[config.mk]
export PLATFORM = sky130hd
export DESIGN_NAME = serial_baud_gen
export DESIGN_NICKNAME = d
export VERILOG_FILES = /design/src/rtl/baud_gen_pkg.sv /design/src/rtl/baud_gen_ctrl.sv /design/src/rtl/baud_gen_dp.sv /design/src/rtl/serial_baud_gen.sv
export SDC_FILE = /design/constraint.sdc
export NUM_CORES = 1
export LEC_CHECK = 0
export ABC_AREA = 1
export BUFFER_PORTS_ARGS = -buffer_cell sky130_fd_sc_hd__buf_2
export CAP_MARGIN = 20
export CORE_MARGIN = 5
export CORE_UTILIZATION = 35
export DETAILED_ROUTE_END_ITERATION = 7
export PLACE_DENSITY_LB_ADDON = 0.3
export RECOVER_POWER = 50
export SLEW_MARGIN = 20
export SYNTH_ARGS = -nofsm -noshare
export SYNTH_HDL_FRONTEND = slang
export SYNTH_SLANG_ARGS = --single-unit
[constraint.sdc]
create_clock -name clk -period 3.5 [get_ports clk]
set_input_delay 0.525 -clock clk [delete_from_list [all_inputs] [get_ports clk]]
set_output_delay 0.525 -clock clk [all_outputs]
set_load 0.01 [all_outputs]
[src/rtl/baud_gen_pkg.sv]
package baud_gen_pkg;
  typedef struct packed {
    logic hold;
    logic step;
    logic wrap;
  } baudStrobe_t;

  typedef enum logic [1:0] {
    DIV_NONE = 2'd0,
    DIV_LO   = 2'd1,
    DIV_HI   = 2'd2
  } divChoice_t;
endpackage

[src/rtl/baud_gen_ctrl.sv]
module baud_gen_ctrl
  import baud_gen_pkg::*;
#(
  parameter bit HAS_PRESCALER = 1'b1
) (
  input  logic        runEn,
  input  logic        cntTick,
  input  logic        atMatch,
  input  logic        clkMode,
  input  logic        divSel,
  output baudStrobe_t strobe,
  output divChoice_t  divChoice
);
  always_comb begin
    strobe.hold = !runEn;
    strobe.step = runEn && cntTick;
    strobe.wrap = runEn && cntTick && atMatch;
  end

  generate
    if (HAS_PRESCALER) begin : g_pre
      always_comb begin
        if (!clkMode)    divChoice = DIV_NONE;
        else if (divSel) divChoice = DIV_HI;
        else             divChoice = DIV_LO;
      end
    end else begin : g_nopre
      logic unusedCfg;
      assign unusedCfg = clkMode ^ divSel;
      assign divChoice = DIV_NONE;
    end
  endgenerate
endmodule

[src/rtl/baud_gen_dp.sv]
module baud_gen_dp
  import baud_gen_pkg::*;
#(
  parameter int CNT_W  = 8,
  parameter int DIV_A  = 8,
  parameter int DIV_B  = 16
) (
  input  logic             clk,
  input  logic             rstN,
  input  baudStrobe_t      strobe,
  input  logic [CNT_W-1:0] matchVal,
  input  divChoice_t       divChoice,
  output logic             atMatch,
  output logic             xferClk
);
  localparam int PRE_W = $clog2(DIV_B);
  localparam int BIT_A = $clog2(DIV_A) - 1;
  localparam int BIT_B = $clog2(DIV_B) - 1;

  logic [CNT_W-1:0] cnt;
  logic             tmrClk;
  logic [PRE_W-1:0] pre;
  logic             tmrRise;

  assign atMatch = (cnt == matchVal);
  assign tmrRise = strobe.wrap && !tmrClk;

  always_ff @(posedge clk or negedge rstN) begin
    if (!rstN) begin
      cnt    <= '0;
      tmrClk <= 1'b0;
    end else if (strobe.hold) begin
      cnt    <= '0;
      tmrClk <= 1'b0;
    end else if (strobe.wrap) begin
      cnt    <= '0;
      tmrClk <= !tmrClk;
    end else if (strobe.step) begin
      cnt    <= cnt + 1'b1;
    end
  end

  always_ff @(posedge clk or negedge rstN) begin
    if (!rstN)              pre <= '0;
    else if (strobe.hold)   pre <= '0;
    else if (tmrRise)       pre <= pre + 1'b1;
  end

  always_comb begin
    unique case (divChoice)
      DIV_LO:  xferClk = pre[BIT_A];
      DIV_HI:  xferClk = pre[BIT_B];
      default: xferClk = tmrClk;
    endcase
  end

  a_r1_held_low: assert property (@(posedge clk) disable iff (!rstN)
    strobe.hold |=> (cnt == '0) && !tmrClk && (pre == '0) && !xferClk);

  a_r2_clear_after_match: assert property (@(posedge clk) disable iff (!rstN)
    strobe.wrap |=> (cnt == '0));

  a_r2_count_up: assert property (@(posedge clk) disable iff (!rstN)
    (strobe.step && !strobe.wrap) |=> (cnt == $past(cnt) + 1'b1));

  a_r3_toggle_on_wrap: assert property (@(posedge clk) disable iff (!rstN)
    strobe.wrap |=> (tmrClk != $past(tmrClk)));

  a_r4_idle_stable: assert property (@(posedge clk) disable iff (!rstN)
    (!strobe.step && !strobe.hold) |=> ($stable(cnt) && $stable(tmrClk) && $stable(pre)));
endmodule

[src/rtl/serial_baud_gen.sv]
module serial_baud_gen
  import baud_gen_pkg::*;
#(
  parameter bit HAS_PRESCALER = 1'b1,
  parameter int CNT_W         = 8
) (
  input  logic             clk,
  input  logic             rstN,
  input  logic             cntTick,
  input  logic             runEn,
  input  logic [CNT_W-1:0] matchVal,
  input  logic             clkMode,
  input  logic             divSel,
  input  logic             isMaster,
  output logic             xferClk,
  output logic             sclkOut,
  output logic             sclkOe
);
  baudStrobe_t strobe;
  divChoice_t  divChoice;
  logic        atMatch;

  baud_gen_ctrl #(.HAS_PRESCALER(HAS_PRESCALER)) u_ctrl (
    .runEn(runEn), .cntTick(cntTick), .atMatch(atMatch),
    .clkMode(clkMode), .divSel(divSel),
    .strobe(strobe), .divChoice(divChoice)
  );

  baud_gen_dp #(.CNT_W(CNT_W)) u_dp (
    .clk(clk), .rstN(rstN), .strobe(strobe), .matchVal(matchVal),
    .divChoice(divChoice), .atMatch(atMatch), .xferClk(xferClk)
  );

  assign sclkOe  = isMaster;
  assign sclkOut = isMaster && xferClk;

  a_r9_slave_quiet: assert property (@(posedge clk) disable iff (!rstN)
    !isMaster |-> (!sclkOut && !sclkOe));
endmodule

Word-level counts from Yosys, hierarchy flattened
Cells that the tools add are included.
{ "totals": {"word_cells": 26, "out_inout_bits": 3, "ff_bits": 13} }
{ "classes": {"n_addsub": 2, "eq_ne": 6, "reduce_logical": 5, "mux": 10} }
{ "op_table": {"columns": ["cell", "count"], "rows": [
  ["$mux 8", 3],
  ["$add 8x1->8 const B", 1],
  ["$eq 8x8->1", 1],
  ["$mux 4", 2],
  ["$add 4x1->4 const B", 1],
  ["$logic_and 1x1->1", 4],
  ["$mux 2", 2],
  ["$ne 2x1->1 const B", 2],
  ["$ne 3x1->1 const B", 1],
  ["$eq 2x1->1 const B", 1],
  ["$eq 2x2->1 const B", 1],
  ["$mux 1", 2],
  ["$pmux 1 s2", 1],
  ["$logic_not 1->1", 1]
]} }

Logic depth before layout (Yosys ltp)
Gate-level depths: netlist of run 1.
{ "logic_depth": {"depth_word": 5, "depth_mapped": 9} }

By module
Synthesis of run 1 repeated with hierarchy kept, for this count alone.
{ "hier_totals": {"hier_cells": 108, "area_unflattened_um2": 828.3} }
{ "modules_own_cells": {"columns": ["module", "cells_each", "area_each_um2", "seq_area_each_um2", "instances"], "rows": [
  ["baud_gen_dp", 96, 777.0, 325.3, 1],
  ["baud_gen_ctrl", 9, 36.3, 0.0, 1],
  ["serial_baud_gen", 3, 15.0, 0.0, 1]
]} }

Worst setup path before layout of run 1
No wires, ideal clock.
{ "synth_timing": {"path_type": "input to output", "start": "input port divSel", "end": "output port sclkOut", "t_arrival_ps": 1048, "path_slack_ps": 1927, "stages": 4, "cell_sequence": "inv_1 > nor2_1 > o22ai_1 > and2_1"} }
{ "synth_via": {"elab_chain_cells": 5, "elab_cells_between_ends": 6, "classes_between": "2 x eq/ne; 3 x mux; 1 x reduce/logical"} }
{ "synth_lines": {"columns": ["item", "line", "rtl"], "rows": [
  ["start: declaration", "serial_baud_gen.sv:13", "input logic divSel,"],
  ["$mux 2 *", "baud_gen_ctrl.sv:24", "else if (divSel) divChoice = DIV_HI;"],
  ["$mux 2 *", "baud_gen_ctrl.sv:23", "if (!clkMode) divChoice = DIV_NONE;"],
  ["$eq 2x2->1 or $eq 2x1->1 (tied branches)", "baud_gen_dp.sv:50", "unique case (divChoice)"],
  ["$pmux 1 s2 *", "baud_gen_dp.sv:50", null],
  ["net xferClk", "serial_baud_gen.sv:15", "output logic xferClk,"],
  ["$logic_and 1x1->1 *", "serial_baud_gen.sv:35", "assign sclkOut = isMaster && xferClk;"],
  ["end: declaration", "serial_baud_gen.sv:16", "output logic sclkOut,"]
]} }
The timed path passes the listed nets; every way through them passes the cells marked *.

Final worst setup path of run 1
{ "layout_timing": {"start": "register u_dp.tmrClk", "end": "output port sclkOut"} }
{ "layout_via": {"elab_chain_cells": 2} }
{ "layout_lines": {"columns": ["item", "line", "rtl"], "rows": [
  ["start: declaration", "baud_gen_dp.sv:21", "logic tmrClk;"],
  ["start signal: assignment", "baud_gen_dp.sv:37", "tmrClk <= !tmrClk;"],
  ["$pmux 1 s2", "baud_gen_dp.sv:50", null],
  ["$logic_and 1x1->1", "serial_baud_gen.sv:35", null]
]} }
Every way passes these cells.

==> results by group, run 1 <==
GRT
  • First-pass GRT wire length: 3370 um
  • Largest net degree at the start of global routing: 14
  • Vias in the first global route: 810
  • Gr usage total: 12.2%
  • Initial antenna violation count: 0
  • Gr ovfl total: 0

STA
  • Actual slew at the worst max-slew pin: 0.735 ns
  • Fin crit period: between 1.5 and 2 ns
  • Final setup violation count: 0
  • RSZ-0062 raised after global routing: no
  • Peak Freq: 0.569 GHz
  • Fin Setup TNS: 0 ns
  • Fin. Hold Viols: 0
  • Tcrit/Tclk final: 50.2%
  • Layout Skew: 0.000736 ns
  • Final slew viol count: 0
  • Fin Hold WS: 0.281 ns
  • Slew headroom: about half

Run
  • Max Cap Violations: 0

Floorplan
  • Die Span Y: 60.4 um
  • Die area: 0.00365 sq mm
  • Site Rows: 18
  • Core ar.: 0.00245 sq mm
  • I/O pins: 18
  • Die Wd: 60.4 um
  • Initial core utilization: 36.2%

Pwr
  • Leakage power: 0.000556 uW
  • Clock Power Share: approximately a third
  • Cell-internal power: roughly 210 uW
  • Reg power frac: between 50% and 60%
  • P_sw: 74.7 uW
  • Max VDD drop: 0.000263 V
  • Comb power frac: 14.0%
  • Switching Share: approximately a quarter
  • Total power of the final layout: 286 uW
  • PD cells: 279 mW/mm^2

Critical path
  • Crit-path max FO: 7
  • CP arrival: 1.23 ns
  • WP data required: just under 3 ns
  • Kind of critical path: flop to output port
  • Setup crit start kind: flop
  • Crit end category: output port

Yosys
  • Synth async-reset ratio: 100%
  • Yosys top cell area share: a little over a third
  • Synth cell count leaders: 34 x nand2_1, 21 x inv_1, 16 x nand3_1
  • Synth Register Bits: 13
  • Avg Cell Area, Syn: 6.84 sq um
  • Seq/Total Area, Yosys: a little over a third
  • Top-count cell post-synth: nand2_1
  • Cell Area, Synth: 890 sq um
  • Syn Inst Count: 130
  • Syn_nets: roughly 150
  • Count of cell types in the netlist: 22
  • Post-synth EDFFs: 0
  • Synth area leaders: dfrtp_1 37%, nand2_1 14%, nand3_1 9.0%
  • Synth warn: 0
  • Top_reg_cell synth: dfrtp_1
  • Cell type with the highest aggregate area in the netlist: dfrtp_1

Outcome
  • Status: completed

Clocking
  • CTS Buf Count: 3
  • Clk Latency, worst-skew pair: ~0.27 ns
  • CTS root buffer: clkbuf_4
  • Hold-fix buffers at CTS: 0
  • Post-CTS Resized: 0
  • Register clock-pin slew on the reported worst setup and hold paths: 0.07 ns
  • Setup Fix Bufs, Post-CTS: 0
  • H-tree depth: 1
  • Clock sinks: 13
  • CTS tree: yes
  • Clock Tree Buf Depth: 2

Route
  • Vias post-DR: between 800 and 900
  • Residual DRC: 0
  • Vias/cell: 4.70
  • Drt initial violations: 12
  • WL/cell: 10.5 um
  • Routed Antenna Nets: 0
  • 1st-pass router iterations: 4
  • Total Routed Length: 1870 um

Final layout
  • Area Overhead vs Synth: 15.2%
  • Non-Filler Instances: 179
  • Final #Nets: 167
  • Diode count: 0
  • Fraction of layout cells with a size suffix above 1: 18.8%
  • Design Area, Final: 0.00102 sq mm

Placed design
  • Placed insts: 175
  • Placed Area: 0.00100 sq mm
  • Routability Congestion: ~0.85
  • IO Port Bufs: 17
  • DP Wirelength: 1560 um

Worst hold path
  • Hold crit path type: input pin to async pin
## cell usage in the layout, fill, tap and decap left out, drive strengths merged
cell    Yosys  final
dfrtp      13     13
nand4       5      5
nand3      17     17
nand2      36     36
nor2       13     13
clkinv      1      1
clkbuf      1      6
ha          2      2
o21ai       2      2
inv        24     24
a21oi       2      2
nor3        4      4
xnor2       1      1
o22ai       1      1
and2        1      1
buf         1     15
xor2        6      6
## sequential cells by signal, indices dropped and copies added, names as in the netlist
signal	flops
u_dp.tmrClk	1
u_dp.cnt	8
u_dp.pre	4
## cell families (layout without fill, tap and decap cells)
kind of cell               after synthesis  after routing  share of synthesized area [%]
AOI/OAI and AO/OA                        5              5                           2.95
xor gates and xnor gates                 7              7                           6.89
adders and majority gates                2              2                           2.81
buffers and inverters                   27             46                           11.8
DFF                                     13             13                           36.6
and+or+nand+nor                         76             76                           39.0
## critical path: stages (launching register included)
cell and delay (ns):
dfrtp_1 0.36, inv_1 0.21, o22ai_1 0.12, and2_1 0.14, buf_2 0.13
## metrics by stage
step / setup WS [ns] / utilization [%]
floorplan: 1.93 / -
finish: 1.74 / 41.7
global placement: 1.85 / 40.8
CTS: 1.73 / 41.8
detailed placement: 1.83 / 40.8
global route: 1.61 / 41.7
## final timing paths
| check | start | endpoint | slack, ns | cells after the start |
|---|---|---|---|---|
| worst min register to register | u_dp.pre[1] | u_dp.pre[1] | 0.55 | 2 |
| worst max register to register | u_dp.cnt[3] | u_dp.tmrClk | 2.16 | 8 |
| min in group clk | u_dp.pre[1] | u_dp.pre[1] | 0.55 | 2 |
| max in group asynchronous | rstN | u_dp.pre[1] | 2.76 | 1 |
| worst min-delay path | rstN | u_dp.cnt[4] | 0.28 | 1 |
| worst max-delay path | u_dp.tmrClk | sclkOut | 1.74 | 4 |
## final cells by class
cell class	count	area (sq um)
fill	253	1430
multi-input combinational	90	459
timing repair buffer	17	82.6
sequential	13	325
clock buffer	4	26.3
tap	30	37.5
inverter	25	93.8
## power by group through the flow
stage | combinational [uW] | sequential (uW) | clock [uW]
floorplan | 24.0 | 157 | 0
global placement | 40.3 | 158 | 0
detailed placement | 41.0 | 158 | 0
CTS | 41.2 | 155 | 96.3
global route | 46.5 | 155 | 103
finish | 40.1 | 155 | 91.4
## routing by layer
| layer | GRT usage (%) | share of wire, % | vias to the layer above |
|---|---|---|---|
| met5 | 0 | 0 | - |
| met3 | 4.68 | 5.2 | 2 |
| li1 | - | - | 445 |
| met4 | 1.86 | 0.64 | 0 |
| met1 | 14.8 | 45 | 381 |
| met2 | 21.1 | 49 | 14 |
No activity file was read; power rests on OpenSTA's default activity.
==> inputs of run 2 (changes only) <==
ABC_AREA = 0   (was 1)
clock period = 1.6 ns   (was 3.5 ns; I/O delays follow)
==> results by group, run 2 <==
Clocking
  • H-tree depth: 1 (unchanged)
  • Post-CTS Resized: 0 (unchanged)
  • Clock Tree Buf Depth: 2 (unchanged)
  • Clock sinks: 13 (unchanged)
  • Clk Latency, worst-skew pair: 0.28 ns (was 0.27 ns)
  • CTS root buffer: clkbuf_4 (unchanged)
  • CTS tree: yes (unchanged)
  • Register clock-pin slew on the reported worst setup and hold paths: 0.08 ns (was 0.07 ns)
  • CTS Buf Count: 3 (unchanged)

Pwr
  • Max VDD drop: 0.000487 V (was 0.000263 V)
  • Comb power frac: 17.2% (was 14.0%)
  • PD cells: 624 mW/mm^2 (was 279 mW/mm^2)
  • P_sw: 181 uW (was 74.7 uW)
  • Clock Power Share: 31.5% (was 31.9%)
  • Cell-internal power: 485 uW (was 211 uW)
  • Reg power frac: 51.3% (was 54.0%)
  • Leakage power: 0.000448 uW (was 0.000556 uW)
  • Switching Share: 27.2% (was 26.1%)

STA
  • Layout Skew: 0.00270 ns (was 0.000736 ns)
  • Fin. Hold Viols: 0 (unchanged)
  • Final slew viol count: 0 (unchanged)
  • Peak Freq: 0.660 GHz
  • Tcrit/Tclk final: 94.7%
  • Fin crit period: 1.51 ns
  • RSZ-0062 raised after global routing: no (unchanged)
  • Slew headroom: 51.9% (was 51.0%)
  • Actual slew at the worst max-slew pin: 0.722 ns (was 0.735 ns)
  • Fin Setup TNS: 0 ns (unchanged)
  • Final setup violation count: 0 (unchanged)

Yosys
  • Top-count cell post-synth: dfrtp_1 (was nand2_1)
  • Synth async-reset ratio: 100% (unchanged)
  • Top_reg_cell synth: dfrtp_1 (unchanged)
  • Synth warn: 0 (unchanged)
  • Syn Inst Count: 79 (was 130)
  • Cell Area, Synth: 890 sq um (unchanged)
  • Post-synth EDFFs: 0 (unchanged)
  • Cell type with the highest aggregate area in the netlist: dfrtp_1 (unchanged)
  • Count of cell types in the netlist: 24 (was 22)
  • Synth area leaders: dfrtp_1 37%, xnor2_2 13%, mux2i_1 7.9% (was dfrtp_1 37%, nand2_1 14%, nand3_1 9.0%)
  • Synth Register Bits: 13 (unchanged)
  • Avg Cell Area, Syn: 11.3 sq um (was 6.84 sq um)
  • Yosys top cell area share: 36.6% (unchanged)
  • Seq/Total Area, Yosys: 36.6% (unchanged)
  • Syn_nets: 96 (was 147)
  • Synth cell count leaders: 13 x dfrtp_1, 11 x nor2_1, 8 x nand2_1 (was 34 x nand2_1, 21 x inv_1, 16 x nand3_1)

Final layout
  • Max reg flops: 8 (unchanged)
  • # fillers: 237 (was 253)
  • Area Overhead vs Synth: 20.0% (was 15.2%)
  • Most common cell after layout, fill and taps aside: buf_2 (was nand2_1)
  • Diode count: 0 (unchanged)
  • Leading registers by flop count: u_dp.cnt (8), u_dp.pre (4), u_dp.tmrClk (1) (unchanged)
  • Register area: 325 sq um (unchanged)
  • Most frequent cells in the layout: 15 x buf_2, 13 x dfrtp_1, 11 x nor2_1 (was 34 x nand2_1, 21 x inv_1, 16 x nand3_1)
  • Design Area, Final: 0.00107 sq mm (was 0.00102 sq mm)
  • Multi-input gate area: 548 sq um (was 459 sq um)
  • Largest register by flop count: u_dp.cnt (unchanged)
  • Fraction of layout cells with a size suffix above 1: 35.9% (was 18.8%)
  • Final #Nets: 121 (was 167)

Route
  • Highest Signal Layer: met4 (unchanged)
  • Total Routed Length: 1560 um (was 1870 um)
  • Vias post-DR: 632 (was 842)
  • Vias/cell: 4.75 (was 4.70)
  • Drt initial violations: 14 (was 12)
  • WL/cell: 11.7 um (was 10.5 um)
  • 1st-pass router iterations: 4 (unchanged)
  • Met1 WL: 759 um (was 840 um)
  • Met3 WL post-DR: 96 um (was 97 um)
  • Residual DRC: 0 (unchanged)
  • Routed Antenna Nets: 0 (unchanged)
  • Routed wl met2: 683 um (was 923 um)

Floorplan
  • Core ar.: 0.00245 sq mm (unchanged)
  • Die Wd: 60.4 um (unchanged)
  • I/O pins: 18 (unchanged)
  • Die area: 0.00365 sq mm (unchanged)
  • Initial core utilization: 36.2% (unchanged)
  • Die Span Y: 60.4 um (unchanged)
  • Site Rows: 18 (unchanged)

Placed design
  • Routability Congestion: 0.782 (was 0.852)
  • DP Wirelength: 1210 um (was 1560 um)
  • IO Port Bufs: 17 (unchanged)
  • Placed Area: 0.00102 sq mm (was 0.00100 sq mm)

Critical path
  • RR Endpoint: u_dp.cnt[6] (was u_dp.tmrClk)
  • R2R depth: 5 (was 8)
  • Setup crit start kind: flop (unchanged)
  • Crit end category: flop (was output port)
  • Crit-path max FO: 6 (was 7)
  • Worst r2r src: u_dp.cnt[1] (was u_dp.cnt[3])
  • Worst R2R Setup Slack: 0.09 ns (was 2.16 ns)
  • WP data required: 1.78 ns (was 2.97 ns)
  • CP arrival: 1.69 ns (was 1.23 ns)
  • Kind of critical path: flop to flop (was flop to output port)

GRT
  • Largest net degree at the start of global routing: 14 (unchanged)
  • Initial antenna violation count: 0 (unchanged)
  • Vias in the first global route: 585 (was 810)
  • First-pass GRT wire length: 2620 um (was 3370 um)
  • Gr usage total: 9.73% (was 12.2%)
  • Gr ovfl total: 0 (unchanged)

Worst hold path
  • HP Start: cntTick
  • Hold crit path type: input pin to flop (was input pin to async pin)
  • Hold Path Depth: 3
  • Hold EP: u_dp.cnt[0]

Outcome
  • Status: completed (unchanged)

Run
  • Max Cap Violations: 0 (unchanged)
[run 2: final cells by class]
class	instances	share of cell area (%)
repair buffers	23	12.2
flip-flops and latches	13	30.5
clock buffers	4	2.46
well taps	30	3.52
multi-input cells	63	51.3
[run 2: layer usage]
| metal | vias to the layer above | track usage, % |
|---|---|---|
| li1 | 318 | - |
| met4 | 0 | 2.79 |
| met5 | - | 0 |
| met1 | 298 | 13.8 |
| met3 | 2 | 3.83 |
| met2 | 14 | 13.7 |
[run 2: power by group through the flow]
stage                     sequential (uW)  clock [uW]  combinational [uW]
after floorplan                       347           0                71.0
after CTS                             342         217                 113
after global routing                  343         227                 126
after detailed placement              348           0                 111
after global placement                348           0                 110
final                                 342         209                 115
[run 2: worst max-delay path by stage]
stage	start	end	slack (ns)
2_1_floorplan	u_dp.cnt[1]	u_dp.pre[2]	0.26
3_3_place_gp	u_dp.cnt[1]	u_dp.cnt[2]	0.12
6_report	u_dp.cnt[1]	u_dp.cnt[6]	0.09
4_1_cts	u_dp.cnt[1]	u_dp.cnt[0]	0.07
3_5_place_dp	u_dp.cnt[1]	u_dp.pre[3]	0.09
5_1_grt	u_dp.cnt[1]	u_dp.pre[3]	0.02
[run 2: cell families after synthesis]
family	after synthesis	share of synthesized area [%]
and+or+nand+nor	37	27.3
xor gates and xnor gates	15	20.7
DFF	13	36.6
muxes	7	7.88
buffers and inverters	3	1.83
AOI/OAI and AO/OA	2	2.95
adders and majority gates	2	2.81
[run 2: what timing repair did]
| item | in CTS | in global routing |
|---|---|---|
| hold buffers | 1 | 0 |
| buffers inserted | 0 | 2 |
| endpoints found under the setup margin | 0 | 6 |
| endpoints found under the hold margin | 13 | 0 |
[run 2: worst max-delay path: stages (launching register included)]
cell	delay (ns)
dfrtp_1	0.43
xnor2_1	0.24
nand4_4	0.21
o31ai_4	0.29
buf_4	0.18
nor2_1	0.05
[run 2: metrics by stage]
| stage | power [uW] | hold WS (ns) | setup slack [ns] | cells | util, % |
|---|---|---|---|---|---|
| detailed placement | 458 | 0.148 | 0.0859 | 126 | 41.5 |
| global placement | 458 | 0.150 | 0.116 | 126 | 41.5 |
| CTS | 672 | 0.339 | 0.0743 | 131 | 43.0 |
| floorplan | 418 | -0.0556 | 0.256 | 79 | - |
| global route | 695 | 0.386 | 0.0155 | 133 | 43.5 |
| finish | 666 | 0.349 | 0.0856 | 133 | 43.5 |
==> inputs of run 3 (changes only) <==
BUFFER_PORTS_ARGS = -buffer_cell sky130_fd_sc_hd__buf_4   (was -buffer_cell sky130_fd_sc_hd__buf_2)
CAP_MARGIN = not set   (was 20)
==> results by group, run 3 (synthesis gave the netlist of run 2 again) <==
Outcome
  • Status: completed (unchanged)

Critical path
  • Kind of critical path: flop to flop (unchanged)
  • CP arrival: 1.63 ns (was 1.69 ns)
  • Crit-path max FO: 5 (was 6)
  • Crit end category: flop (unchanged)
  • Setup crit start kind: flop (unchanged)
  • WP data required: 1.76 ns (was 1.78 ns)

Clocking
  • Clock Tree Buf Depth: 2 (unchanged)
  • Clk Latency, worst-skew pair: 0.27 ns (was 0.28 ns)
  • Clock sinks: 13 (unchanged)
  • H-tree depth: 1 (unchanged)
  • CTS root buffer: clkbuf_4 (unchanged)
  • CTS Buf Count: 3 (unchanged)
  • CTS tree: yes (unchanged)
  • Register clock-pin slew on the reported worst setup and hold paths: 0.08 ns (about the same)

Final layout
  • Leading registers by flop count: u_dp.cnt (8), u_dp.pre (4), u_dp.tmrClk (1) (unchanged)
  • Most common cell after layout, fill and taps aside: buf_4 (was buf_2)
  • Max reg flops: 8 (unchanged)
  • Most frequent cells in the layout: 19 x buf_4, 13 x dfrtp_1, 11 x nor2_1 (was 15 x buf_2, 13 x dfrtp_1, 11 x nor2_1)
  • Design Area, Final: 0.00110 sq mm (was 0.00107 sq mm)
  • Largest register by flop count: u_dp.cnt (unchanged)
  • Fraction of layout cells with a size suffix above 1: 36.3% (was 35.9%)
  • Area Overhead vs Synth: 24.2% (was 20.0%)
  • Diode count: 0 (unchanged)
  • Final #Nets: 120 (was 121)

STA
  • Fin Setup TNS: 0 ns (unchanged)
  • Final slew viol count: 0 (unchanged)
  • Final worst setup slack: 0.135 ns (was 0.0856 ns)
  • Fin crit period: 1.47 ns (was 1.51 ns)
  • Final setup violation count: 0 (unchanged)
  • Slew headroom: 52.0% (was 51.9%)
  • Fin. Hold Viols: 0 (unchanged)
  • Layout Skew: 0.000643 ns (was 0.00270 ns)
  • Actual slew at the worst max-slew pin: 0.720 ns (was 0.722 ns)
  • Peak Freq: 0.682 GHz (was 0.660 GHz)
  • RSZ-0062 raised after global routing: no (unchanged)
  • Tcrit/Tclk final: 91.6% (was 94.7%)

Worst hold path
  • Hold crit path type: input pin to flop (unchanged)

GRT
  • Gr ovfl total: 0 (unchanged)
  • Gr usage total: 10.3% (was 9.73%)
  • First-pass GRT wire length: 2780 um (was 2620 um)
  • Global Route met2 Usage: 16.0% (was 13.7%)
  • Grt met3 use: 4.47% (was 3.83%)
  • Vias in the first global route: 618 (was 585)
  • GRT busiest layer: met2 (was met1)
  • Largest net degree at the start of global routing: 14 (unchanged)
  • Met1 Use GR: 13.5% (was 13.8%)
  • Initial antenna violation count: 0 (unchanged)

Run
  • Max Cap Violations: 0 (unchanged)

Route
  • Drt initial violations: 18 (was 14)
  • Total Routed Length: 1620 um (was 1560 um)
  • Vias/cell: 4.67 (was 4.75)
  • Residual DRC: 0 (unchanged)
  • Vias post-DR: 617 (was 632)
  • WL/cell: 12.3 um (was 11.7 um)
  • Routed Antenna Nets: 0 (unchanged)
  • 1st-pass router iterations: 4 (unchanged)

Pwr
  • Total power of the final layout: 668 uW (was 666 uW)
  • Leakage power: 0.000460 uW (was 0.000448 uW)
  • PD cells: 604 mW/mm^2 (was 624 mW/mm^2)
  • Max VDD drop: 0.000526 V (was 0.000487 V)

Floorplan
  • Core ar.: 0.00245 sq mm (unchanged)
  • Die Span Y: 60.4 um (unchanged)
  • Die area: 0.00365 sq mm (unchanged)
  • Initial core utilization: 36.2% (unchanged)
  • Die Wd: 60.4 um (unchanged)
  • I/O pins: 18 (unchanged)
  • Site Rows: 18 (unchanged)

Placed design
  • Place WS: 0.112 ns (was 0.0859 ns)
  • Placed Area: 0.00105 sq mm (was 0.00102 sq mm)
  • DP Wirelength: 1260 um (was 1210 um)
  • IO Port Bufs: 17 (unchanged)
  • Routability Congestion: 0.804 (was 0.782)
## run 3: cell types whose count changed in the layout (fill, tap and decap cells not counted)
cell	change
buf_2	-15
buf_4	+14
xnor2_1	-1
xnor2_2	+1
## run 3: metal layers
metal  share of wire, %  wire length (um)
met1                 45               727
met2                 49               786
met3                5.6                91
met4               0.74                12
met5                  0                 0
## run 3: worst paths after layout
path	end	depth (start not counted)	startpoint	slack, ns
max in group asynchronous	u_dp.tmrClk	2	rstN	0.62
hold / removal	u_dp.pre[2]	3	runEn	0.29
hold reg to reg	u_dp.pre[1]	2	u_dp.pre[1]	0.58
setup reg to reg	u_dp.cnt[4]	5	u_dp.cnt[6]	0.13
min in group asynchronous	u_dp.cnt[2]	2	rstN	0.53
setup / recovery	u_dp.cnt[4]	5	u_dp.cnt[6]	0.13
## run 3: where the power goes
part / switching (uW) / leakage (uW) / total [uW] / internal (uW)
clock: 103 / 0.0000150 / 200 / 96.5
combinational: 60.7 / 0.000265 / 126 / 65.1
sequential: 8.82 / 0.000180 / 342 / 333
## run 3: metrics by stage
stage | utilization, % | hold WS (ns) | std cells
3_3_place_gp | 42.9 | 0.0976 | 125
4_1_cts | 44.4 | 0.283 | 130
5_1_grt | 45.0 | 0.293 | 132
3_5_place_dp | 42.9 | 0.0960 | 125
2_1_floorplan | - | -0.0556 | 79
6_report | 45.0 | 0.288 | 132
## run 3: timing repair
action / 4_1_cts / 5_1_grt
hold buffers: 1 / 0
endpoints found under the hold margin: 13 / 0
gates resized for setup: 0 / 1
endpoints found under the setup margin: 0 / 9
buffers inserted: 0 / 2
## run 3: worst max-delay path, stage by stage, from the launching register on
cell and delay (ns):
dfrtp_1 0.44, xnor2_2 0.22, nand4_4 0.17, o31ai_4 0.30, buf_4 0.18, nor2_1 0.05
## run 3: cell type report
type	count	area [sq um]
clock buffers	4	26.3
fillers	247	1350
multi-input cells	63	556
flip-flops and latches	13	325
well taps	30	37.5
repair buffers	22	160
